## src/rtl/rtc_pkg.sv

```systemverilog
package rtc_pkg;
  localparam int REG_W    = 8;
  localparam int NUM_REGS = 8;
  localparam int BUS_W    = REG_W * NUM_REGS;

  typedef struct packed {
    logic [REG_W-1:0] year;
    logic [REG_W-1:0] month;
    logic [REG_W-1:0] date;
    logic [REG_W-1:0] day;
    logic [REG_W-1:0] hour;
    logic [REG_W-1:0] minute;
    logic [REG_W-1:0] second;
    logic [REG_W-1:0] hundredth;
  } rtc_regs_t;

  localparam logic [BUS_W-1:0] LOAD_MASK =
    {8'hFF, 8'h1F, 8'h3F, 8'h37, 8'hBF, 8'h7F, 8'h7F, 8'hFF};
  localparam logic [BUS_W-1:0] RESET_IMAGE =
    {8'h00, 8'h01, 8'h01, 8'h31, 8'h00, 8'h00, 8'h00, 8'h00};

  localparam int DAY_STOP_BIT = 5;
  localparam int HOUR_MODE_BIT = 7;

  function automatic logic year_is_leap(input logic [7:0] yr);
    logic [6:0] bin;
    bin = {3'b000, yr[7:4]} * 7'd10 + {3'b000, yr[3:0]};
    return bin[1:0] == 2'b00;
  endfunction

  function automatic logic [7:0] last_date(input logic [7:0] mon, input logic [7:0] yr);
    case (mon)
      8'h02:                      return year_is_leap(yr) ? 8'h29 : 8'h28;
      8'h04, 8'h06, 8'h09, 8'h11: return 8'h30;
      default:                    return 8'h31;
    endcase
  endfunction
endpackage

```

## src/rtl/rtc_bcd_step.sv

```systemverilog
module rtc_bcd_step #(
  parameter int         W  = 8,
  parameter logic [W-1:0] LO = '0
) (
  input  logic [W-1:0] cur,
  input  logic [W-1:0] hi,
  input  logic         en,
  output logic [W-1:0] nxt,
  output logic         wrap
);
  logic [W-1:0] inc;

  generate
    if (W > 4) begin : g_two_digit
      always_comb begin
        inc = cur;
        if (cur[3:0] >= 4'd9) begin
          inc[3:0] = 4'd0;
          inc[W-1:4] = cur[W-1:4] + 1'b1;
        end else begin
          inc[3:0] = cur[3:0] + 4'd1;
        end
      end
    end else begin : g_one_digit
      assign inc = cur + 1'b1;
    end
  endgenerate

  always_comb begin
    nxt  = cur;
    wrap = 1'b0;
    if (en) begin
      if (cur >= hi) begin
        nxt  = LO;
        wrap = 1'b1;
      end else begin
        nxt = inc;
      end
    end
  end
endmodule

```

## src/rtl/rtc_hour_step.sv

```systemverilog
module rtc_hour_step (
  input  logic       mode_12h,
  input  logic [5:0] cur,
  input  logic       en,
  output logic [5:0] nxt,
  output logic       wrap
);
  logic [5:0] h24_nxt;
  logic       h24_wrap;
  logic [4:0] h12_nxt;
  logic       h12_pm_nxt;

  rtc_bcd_step #(.W(6), .LO(6'h00)) u_h24 (
    .cur(cur), .hi(6'h23), .en(1'b1), .nxt(h24_nxt), .wrap(h24_wrap)
  );

  always_comb begin
    h12_pm_nxt = cur[5];
    if (cur[4:0] == 5'h11) begin
      h12_nxt    = 5'h12;
      h12_pm_nxt = ~cur[5];
    end else if (cur[4:0] >= 5'h12) begin
      h12_nxt = 5'h01;
    end else if (cur[3:0] >= 4'd9) begin
      h12_nxt = {cur[4] + 1'b1, 4'd0};
    end else begin
      h12_nxt = {cur[4], cur[3:0] + 4'd1};
    end
  end

  always_comb begin
    nxt  = cur;
    wrap = 1'b0;
    if (en) begin
      if (mode_12h) begin
        nxt  = {h12_pm_nxt, h12_nxt};
        wrap = (cur[4:0] == 5'h11) && cur[5];
      end else begin
        nxt  = h24_nxt;
        wrap = h24_wrap;
      end
    end
  end
endmodule

```

## src/rtl/rtc_calendar_step.sv

```systemverilog
module rtc_calendar_step
  import rtc_pkg::*;
(
  input  logic [7:0] date,
  input  logic [7:0] month,
  input  logic [7:0] year,
  input  logic       en,
  output logic [7:0] date_nxt,
  output logic [7:0] month_nxt,
  output logic [7:0] year_nxt
);
  logic date_wrap;
  logic month_wrap;
  logic year_wrap_unused;
  logic [7:0] date_hi;

  assign date_hi = last_date(month, year);

  rtc_bcd_step #(.W(8), .LO(8'h01)) u_date (
    .cur(date), .hi(date_hi), .en(en), .nxt(date_nxt), .wrap(date_wrap)
  );
  rtc_bcd_step #(.W(8), .LO(8'h01)) u_month (
    .cur(month), .hi(8'h12), .en(date_wrap), .nxt(month_nxt), .wrap(month_wrap)
  );
  rtc_bcd_step #(.W(8), .LO(8'h00)) u_year (
    .cur(year), .hi(8'h99), .en(month_wrap), .nxt(year_nxt), .wrap(year_wrap_unused)
  );
endmodule

```

## src/rtl/rtc_core.sv

```systemverilog
module rtc_core
  import rtc_pkg::*;
(
  input  logic             clk,
  input  logic             rst_n,
  input  logic             tick_100hz,
  input  logic             load_valid,
  output logic             load_ready,
  input  logic [BUS_W-1:0] load_data,
  output logic [BUS_W-1:0] time_regs
);
  localparam int CHAIN_N = 3;
  localparam logic [7:0] CHAIN_HI [CHAIN_N] = '{8'h99, 8'h59, 8'h59};

  rtc_regs_t q, d_next;
  logic run, advance;
  logic [7:0] chain_cur [CHAIN_N];
  logic [7:0] chain_nxt [CHAIN_N];
  logic [CHAIN_N:0] carry;
  logic [5:0] hour_nxt;
  logic       hour_wrap;
  logic [2:0] dow_nxt;
  logic       dow_wrap_unused;
  logic [7:0] date_nxt, month_nxt, year_nxt;

  assign load_ready = 1'b1;
  assign run        = ~q.day[DAY_STOP_BIT];
  assign advance    = tick_100hz & run;
  assign carry[0]   = advance;

  always_comb begin
    chain_cur[0] = q.hundredth;
    chain_cur[1] = q.second;
    chain_cur[2] = q.minute;
  end

  for (genvar i = 0; i < CHAIN_N; i++) begin : g_chain
    rtc_bcd_step #(.W(8), .LO(8'h00)) u_step (
      .cur(chain_cur[i]), .hi(CHAIN_HI[i]), .en(carry[i]),
      .nxt(chain_nxt[i]), .wrap(carry[i+1])
    );
  end

  rtc_hour_step u_hour (
    .mode_12h(q.hour[HOUR_MODE_BIT]), .cur(q.hour[5:0]), .en(carry[CHAIN_N]),
    .nxt(hour_nxt), .wrap(hour_wrap)
  );

  rtc_bcd_step #(.W(3), .LO(3'd1)) u_dow (
    .cur(q.day[2:0]), .hi(3'd7), .en(hour_wrap), .nxt(dow_nxt), .wrap(dow_wrap_unused)
  );

  rtc_calendar_step u_cal (
    .date(q.date), .month(q.month), .year(q.year), .en(hour_wrap),
    .date_nxt(date_nxt), .month_nxt(month_nxt), .year_nxt(year_nxt)
  );

  always_comb begin
    d_next           = q;
    d_next.hundredth = chain_nxt[0];
    d_next.second    = chain_nxt[1];
    d_next.minute    = chain_nxt[2];
    d_next.hour      = {q.hour[7:6], hour_nxt};
    d_next.day       = {q.day[7:3], dow_nxt};
    d_next.date      = date_nxt;
    d_next.month     = month_nxt;
    d_next.year      = year_nxt;
  end

  always_ff @(posedge clk) begin
    if (!rst_n)          q <= rtc_regs_t'(RESET_IMAGE);
    else if (load_valid) q <= rtc_regs_t'(load_data & LOAD_MASK);
    else if (advance)    q <= d_next;
  end

  assign time_regs = q;

  // a load beat lands on the next edge regardless of tick
  assert_load_wins_R11: assert property (@(posedge clk) disable iff (!rst_n)
    load_valid |=> time_regs == ($past(load_data) & LOAD_MASK));

  // stop bit freezes all registers
  assert_stop_freezes_R10: assert property (@(posedge clk) disable iff (!rst_n)
    (!load_valid && q.day[DAY_STOP_BIT]) |=> $stable(time_regs));

  // hundredths wrap from 99 to 00 on a tick
  assert_hund_wrap_R2: assert property (@(posedge clk) disable iff (!rst_n)
    (advance && !load_valid && q.hundredth == 8'h99) |=> q.hundredth == 8'h00);

  // day of week wraps from 7 to 1 on a date carry
  assert_dow_wrap_R9: assert property (@(posedge clk) disable iff (!rst_n)
    (hour_wrap && advance && !load_valid && q.day[2:0] == 3'd7) |=> q.day[2:0] == 3'd1);

  // unused positions stay zero
  assert_unused_zero_R11: assert property (@(posedge clk) disable iff (!rst_n)
    (q.second[7] | q.minute[7] | q.hour[6] | q.day[7] | q.day[6] | q.day[3]
     | (|q.date[7:6]) | (|q.month[7:5])) == 1'b0);

  // the load stream never stalls
  assert_ready_R12: assert property (@(posedge clk) disable iff (!rst_n)
    load_valid |-> load_ready);
endmodule

```

## config.mk

```make
export PLATFORM = sky130hd
export DESIGN_NAME = rtc_core
export DESIGN_NICKNAME = d
export VERILOG_FILES = /design/src/rtl/rtc_pkg.sv /design/src/rtl/rtc_bcd_step.sv /design/src/rtl/rtc_hour_step.sv /design/src/rtl/rtc_calendar_step.sv /design/src/rtl/rtc_core.sv
export SDC_FILE = /design/constraint.sdc
export NUM_CORES = 1
export LEC_CHECK = 0
export ABC_AREA = 1
export BUFFER_PORTS_ARGS = -buffer_cell sky130_fd_sc_hd__buf_2
export CORE_ASPECT_RATIO = 2
export CORE_UTILIZATION = 35
export CTS_CLUSTER_DIAMETER = 60
export DETAILED_ROUTE_END_ITERATION = 6
export GPL_TIMING_DRIVEN = 1
export PLACE_DENSITY = 0.64
export RECOVER_POWER = 25
export SLEW_MARGIN = 0
export SYNTH_ARGS = -nofsm -noshare
export SYNTH_HDL_FRONTEND = slang
export SYNTH_SLANG_ARGS = --single-unit
```

## constraint.sdc

```tcl
create_clock -name clk -period 5.45 [get_ports clk]
set_input_delay 1.635 -clock clk [delete_from_list [all_inputs] [get_ports clk]]
set_output_delay 1.635 -clock clk [all_outputs]
set_load 0.02 [all_outputs]
```

; ---- Word level (Yosys, flattened, before mapping)
; Cells that the tools add are included.
[classes]
order_cmp = 16
reduce_logical = 40
n_mul = 1
addsub = 17
n_mux = 51
n_eq_ne = 8
n_bitwise = 4
[ops]
columns = operator, count
row1 = 64-bit two-way mux, 2
row2 = 8-bit two-way mux, 11
row3 = "4-bit by 1-bit adder with 4-bit output, second input constant", 13
row4 = 4-bit two-way mux, 13
row5 = "4-bit greater-or-equal comparator, second input constant", 7
row6 = 3-bit AND reduction, 9
row7 = 2-bit nonzero test, 11
row8 = 6-bit two-way mux, 3
row9 = 3-bit nonzero test, 6
row10 = "8-bit by 3-bit equality test with 1-bit output, second input constant", 2
row11 = "8-bit by 7-bit greater-or-equal comparator with 1-bit output, second input constant", 2
row12 = "8-bit greater-or-equal comparator, second input constant", 2
row13 = 8-bit one-hot mux with 2 select lines, 1
row14 = 1-bit two-way mux, 15
row15 = 5-bit two-way mux, 3
row16 = 2-bit AND reduction, 7
row17 = "8-bit by 2-bit equality test with 1-bit output, second input constant", 1
row18 = "8-bit by 4-bit equality test with 1-bit output, second input constant", 1
row19 = "8-bit by 5-bit equality test with 1-bit output, second input constant", 1
row20 = "8-bit by 5-bit greater-or-equal comparator with 1-bit output, second input constant", 1
row21 = 8-bit greater-or-equal comparator, 1
row22 = 4-bit AND reduction, 2
row23 = "6-bit greater-or-equal comparator, second input constant", 1
row24 = 3-bit two-way mux, 2
row25 = 18 further kinds, 20
[totals]
wordCells = 159
input_bits = 68
output_inout_bits = 65
reg_bits = 60

; ---- Longest topological paths before layout
[logic_depth]
word_depth = 12
ltp_mapped = 20
depth_no_buf = 19

; ---- Cells and area by module
; From an unflattened synthesis, not the netlist that was laid out.
[unflattened]
hier_cells = 1362
hier_area_um2 = 7692.4
[by_module_without_submodules]
columns = module, area_per_inst_um2, seq_area_each_um2, instances, cells_per_inst
row1 = rtc_core, 3109.2, 1201.2, 1, 543
row2 = rtc_bcd_step (g_chain[0].u_step ...), 598.1, 0.0, 4, 102
row3 = rtc_bcd_step (u_cal.u_date ...), 558.0, 0.0, 2, 102
row4 = rtc_bcd_step (u_hour.u_h24), 410.4, 0.0, 1, 77
row5 = rtc_hour_step, 355.3, 0.0, 1, 65
row6 = rtc_bcd_step (u_dow), 158.9, 0.0, 1, 30
row7 = rtc_calendar_step, 150.1, 0.0, 1, 35

; ---- Worst setup path after synthesis
; OpenSTA, ideal clock, no wires.
[synth_timing]
kind = in2reg
start = input port tick_100hz
end = register q (netlist bit time_regs[60])
t_required_ns = 5.334
path_slack_ns = 2.703
path_buffers = 1
arrival_ns = 2.631
cell_stages = 10
cell_sequence = inv_1 -> nor2_4 -> nand3_4 -> nor2_8 -> nand4_4 -> nand2_2 -> buf_6 -> nand3_1 -> nand2_1 -> nor2_1
[synth_between]
elab_chain_len = 9
word_cells_on_any_way = 10
[synth_lines]
columns = element, line_no
row1 = start: declaration, rtc_core.sv:6  ; input logic tick_100hz,
row2 = 1-bit AND (*), rtc_core.sv:28  ; assign advance = tick_100hz & run;
row3 = 1-bit two-way mux (3 in series), rtc_bcd_step.sv:32  ; if (en) begin
row4 = 1-bit two-way mux, rtc_hour_step.sv:34  ; if (en) begin
row5 = 1-bit two-way mux (2 in series), rtc_bcd_step.sv:32
row6 = 2-bit nonzero test (no source line), n/a
row7 = 3-bit AND reduction (no source line) (*), n/a
row8 = end signal: assignment, rtc_core.sv:71  ; if (!rst_n) q <= rtc_regs_t'(RESET_IMAGE);
row9 = end signal: assignment, rtc_core.sv:72  ; else if (load_valid) q <= rtc_regs_t'(load_data & LOAD_MASK);
row10 = end signal: assignment, rtc_core.sv:73  ; else if (advance) q <= d_next;
row11 = end: declaration, rtc_core.sv:15  ; rtc_regs_t q, d_next;
; Mark *: on every way between the ends. The rest lies on a longest branch, timed or not.
; A chain may end at the register's enable or synchronous reset.

; ---- Worst setup path after layout
[layout_timing]
start = register q (netlist bit time_regs[48])
end = register q (netlist bit time_regs[44])
[layout_between]
elab_chain_len = 8
word_cells_on_any_way = 14
[layout_lines]
columns = element, line_no
row1 = 8-bit by 3-bit equality test with 1-bit output (tied with other cells), rtc_pkg.sv:32  ; case (mon)
row2 = 4-bit OR reduction, rtc_pkg.sv:32
row3 = 8-bit one-hot mux with 2 select lines (*), rtc_pkg.sv:32
row4 = 8-bit greater-or-equal comparator (*), rtc_bcd_step.sv:33  ; if (cur >= hi) begin
row5 = 8-bit two-way mux, rtc_bcd_step.sv:33
row6 = 8-bit two-way mux, rtc_bcd_step.sv:32
row7 = 64-bit two-way mux, rtc_core.sv:73
row8 = 64-bit two-way mux, rtc_core.sv:72
; Mark *: on every way between the ends. The rest lies on a longest branch, timed or not. The select of a mux whose other input is x is not followed.

==> results.tsv <==
metric	value	unit
Critical path buffers and inverters	3	
CTS tree	done	
multiplexer area fraction after synthesis	0	%
status	completed	
crit start category	flop	
fmax	286.2	MHz
Worst-Skew Late Latency	0.33	ns
first-pass GRT wire length	20.63	mm
postcts setup bufs	0	
Placer Congestion	0.9044	
crit path DAT	3.75	ns
Cell variety after synth	43	
number of synthesized register bits	60	
Vias/cell	4.957	
Fin Hold WS	0.4590	ns
critical path cell sequence	inv_1 > ha_1 > inv_1 > nor3_1 > inv_1 > o31ai_1 > ha_1 > nand2_1 > nor2_1 > nand2_1 > nand3_1 > nor2_1 > nor2_2 > nor2_1 > nand2_1 > a21oi_1	
TritonCTS buffer count	9	
setup violators final	0	
Post-Syn Area	4362	um2
CP max-delay cell	o31ai_1	
Final Skew	0.006869	ns
main combinational cell family by area after synthesis	simple AND/OR/NAND/NOR gates	
Tcrit/Tclk final	64.11	%
vias in the first global route	4371	
crit-path max FO	13	
Cell Pwr Density	267.0	nW/um2
adder-cell share of the synthesized area	12.05	%
most common cell after layout, fill and taps aside	nand2_1	
final-report max-slew violation count	0	
Fin. Hold Viols	0	
Max Root-Sink Buffers	2	
P&R area growth vs syn	22.72	%
clock sink total	60	
HPWL Detailed	9.756	mm
root buffer cell	clkbuf_16	
grt ovf	0	
Syn Inst Count	648	
post-CTS sizing	0	
delay-heaviest family, CP	simple AND/OR/NAND/NOR gates	
Starting Density	35.98	%
fillers	1314	
DIE HEIGHT	159.9	um
num ports	133	
final WL	12.83	mm
n_diodes	0	
DP Cell Count	894	
Synth Area in Compound Gates	14.57	%
Hold EP	time_regs[55]$_SDFFE_PP0P_	
Synth Area in Simple Gates	31.81	%
register area share after synthesis	27.54	%
Pleak	2.701	nW
r2r endpoint	time_regs[44]$_SDFFE_PN0P_	
GRT met2 Usage	38.96	%
Max Cap Violations	0	
Worst R2R Setup Slack	1.96	ns
final core occ	44.15	%
nets@finish	868	
Reg2Reg Depth	16	
drt first pass iters	4	
Hold Crit Depth	2	
Buffers on Ports	116	
M1 GR Usage	20.82	%
GR peak layer	met2	
Power Total	0.001429	W
Ys Warns	0	
row count	57	
core region area	12120	um2
wire per inst	14.10	um
die area	12940	um2
H-Tree Depth	3	
Tot GR Track Use	21.00	%
peak supply drop	0.0001699	V
RSZ-0062 raised after global routing	no	
DRC Markers	0	
Crit Path Class	reg2reg	
biggest cell delay along the critical path	0.56	ns
Hold-fix buffers, CTS	0	
CP required	5.71	ns
Hold/Removal Path Class	reg2reg	
Slew @ Worst Pin	0.8337	ns
Starting DRT DRC Count	170	
XOR/XNOR share of the synthesized area	4.016	%
clock slew at reported path FFs	0.06	ns
die width	80.94	um
max FFs per register	60	
Worst slew margin	44.42	%
vias	4511	
post-route ant nets	0	
Critical R2R Launch	time_regs[48]$_SDFFE_PN1P_	
hold_sp	time_regs[55]$_SDFFE_PP0P_	
CP endpoint kind	flop	
largest net degree at the start of global routing	42	
mean area per synthesized cell	6.731	um2
Tmin final	3.494	ns
initial antenna violation count	0	
most frequent cells in the layout	151 x nand2_1, 86 x buf_2, 78 x inv_1	
Setup TNS Final	0	ns
M3 GR Usage	3.600	%
final cell count without fillers	910	
share of layout cells above drive strength 1	17.30	%
worst min-delay path: cells and delay by family (launching register included):
kind	cells	cell delay, ns
simple gates	1	0.05
buf+inv	1	0.06
flops	1	0.31
per-layer routing:
metal  share of wire [%]  vias up
met2                  54      110
met3                 3.5       29
met5                   0        -
met1                  38     2049
met4                 4.5        0
li1                    -     2323
cell type report:
class                           count  area (um2)  area share [%]
Clock inverter                      4       95.09           1.777
Tap cell                          147       183.9           3.436
Inverter                           82       307.8           5.750
Clock buffer                       12       256.5           4.792
Sequential cell                    60        1201           22.44
Timing Repair Buffer              119       565.5           10.57
Multi-Input combinational cell    486        2743           51.24
cells in the mapped netlist, drive strengths merged:
| cell | count | area share (%) |
|---|---|---|
| nor2 | 73 | 7.4 |
| xor2 | 15 | 3.0 |
| o22ai | 1 | 0.14 |
| nor4 | 1 | 0.14 |
| nor3 | 12 | 1.4 |
| a31oi | 10 | 1.4 |
| buf | 14 | 2.0 |
| conb | 2 | 0.17 |
| a22oi | 3 | 0.52 |
| nand4 | 8 | 1.5 |
| nand2 | 158 | 14 |
| dfxtp | 60 | 28 |
| o31ai | 1 | 0.17 |
| o211ai | 9 | 1.5 |
| clkbuf | 9 | 0.77 |
| a211oi | 3 | 0.52 |
| a32oi | 1 | 0.20 |
| nand3 | 53 | 6.4 |
| o311ai | 1 | 0.20 |
| nand3b | 3 | 0.52 |
| and3 | 1 | 0.14 |
| ha | 42 | 12 |
| a21boi | 4 | 0.69 |
| xnor2 | 5 | 1.0 |
| a31o | 1 | 0.20 |
| inv | 82 | 7.1 |
| o21ai | 40 | 4.7 |
| a21oi | 35 | 4.3 |
| and2 | 1 | 0.14 |
where the power goes:
| part | switching [W] | total, W | internal [W] | leakage [nW] |
|---|---|---|---|---|
| registers | 0.0000371 | 0.000501 | 0.000464 | 0.494 |
| logic | 0.000157 | 0.000245 | 0.0000879 | 2.03 |
| clock network | 0.000212 | 0.000683 | 0.000471 | 0.173 |
how the worst max path moves through the flow:
stage	from	end	slack, ns	cells past startpoint
floorplan	tick_100hz	time_regs[60]$_SDFFE_PN0P_	2.70	10
global placement	load_valid	time_regs[6]$_SDFFE_PN0P_	1.73	8
detailed placement	load_valid	time_regs[6]$_SDFFE_PN0P_	1.69	8
CTS	time_regs[48]$_SDFFE_PN1P_	time_regs[44]$_SDFFE_PN0P_	1.97	16
global route	time_regs[48]$_SDFFE_PN1P_	time_regs[44]$_SDFFE_PN0P_	1.67	17
finish	time_regs[48]$_SDFFE_PN1P_	time_regs[44]$_SDFFE_PN0P_	1.96	16
cells by family after synthesis:
family	Yosys count
AND/OR/NAND/NOR	310
buffers and inverters	105
other	2
adder cells (fa/ha/maj)	42
XOR/XNOR	20
flip-flops	60
AO/OA/AOI/OAI	109
through the flow:
step                      instance area, um2  setup WS [ns]
after CTS                               5390          1.973
after floorplan                         4373          2.703
final                                   5353          1.956
after detailed placement                5039          1.686
after global placement                  5039          1.729
after global routing                    5353          1.674
(Power assumes the default switching activity.)
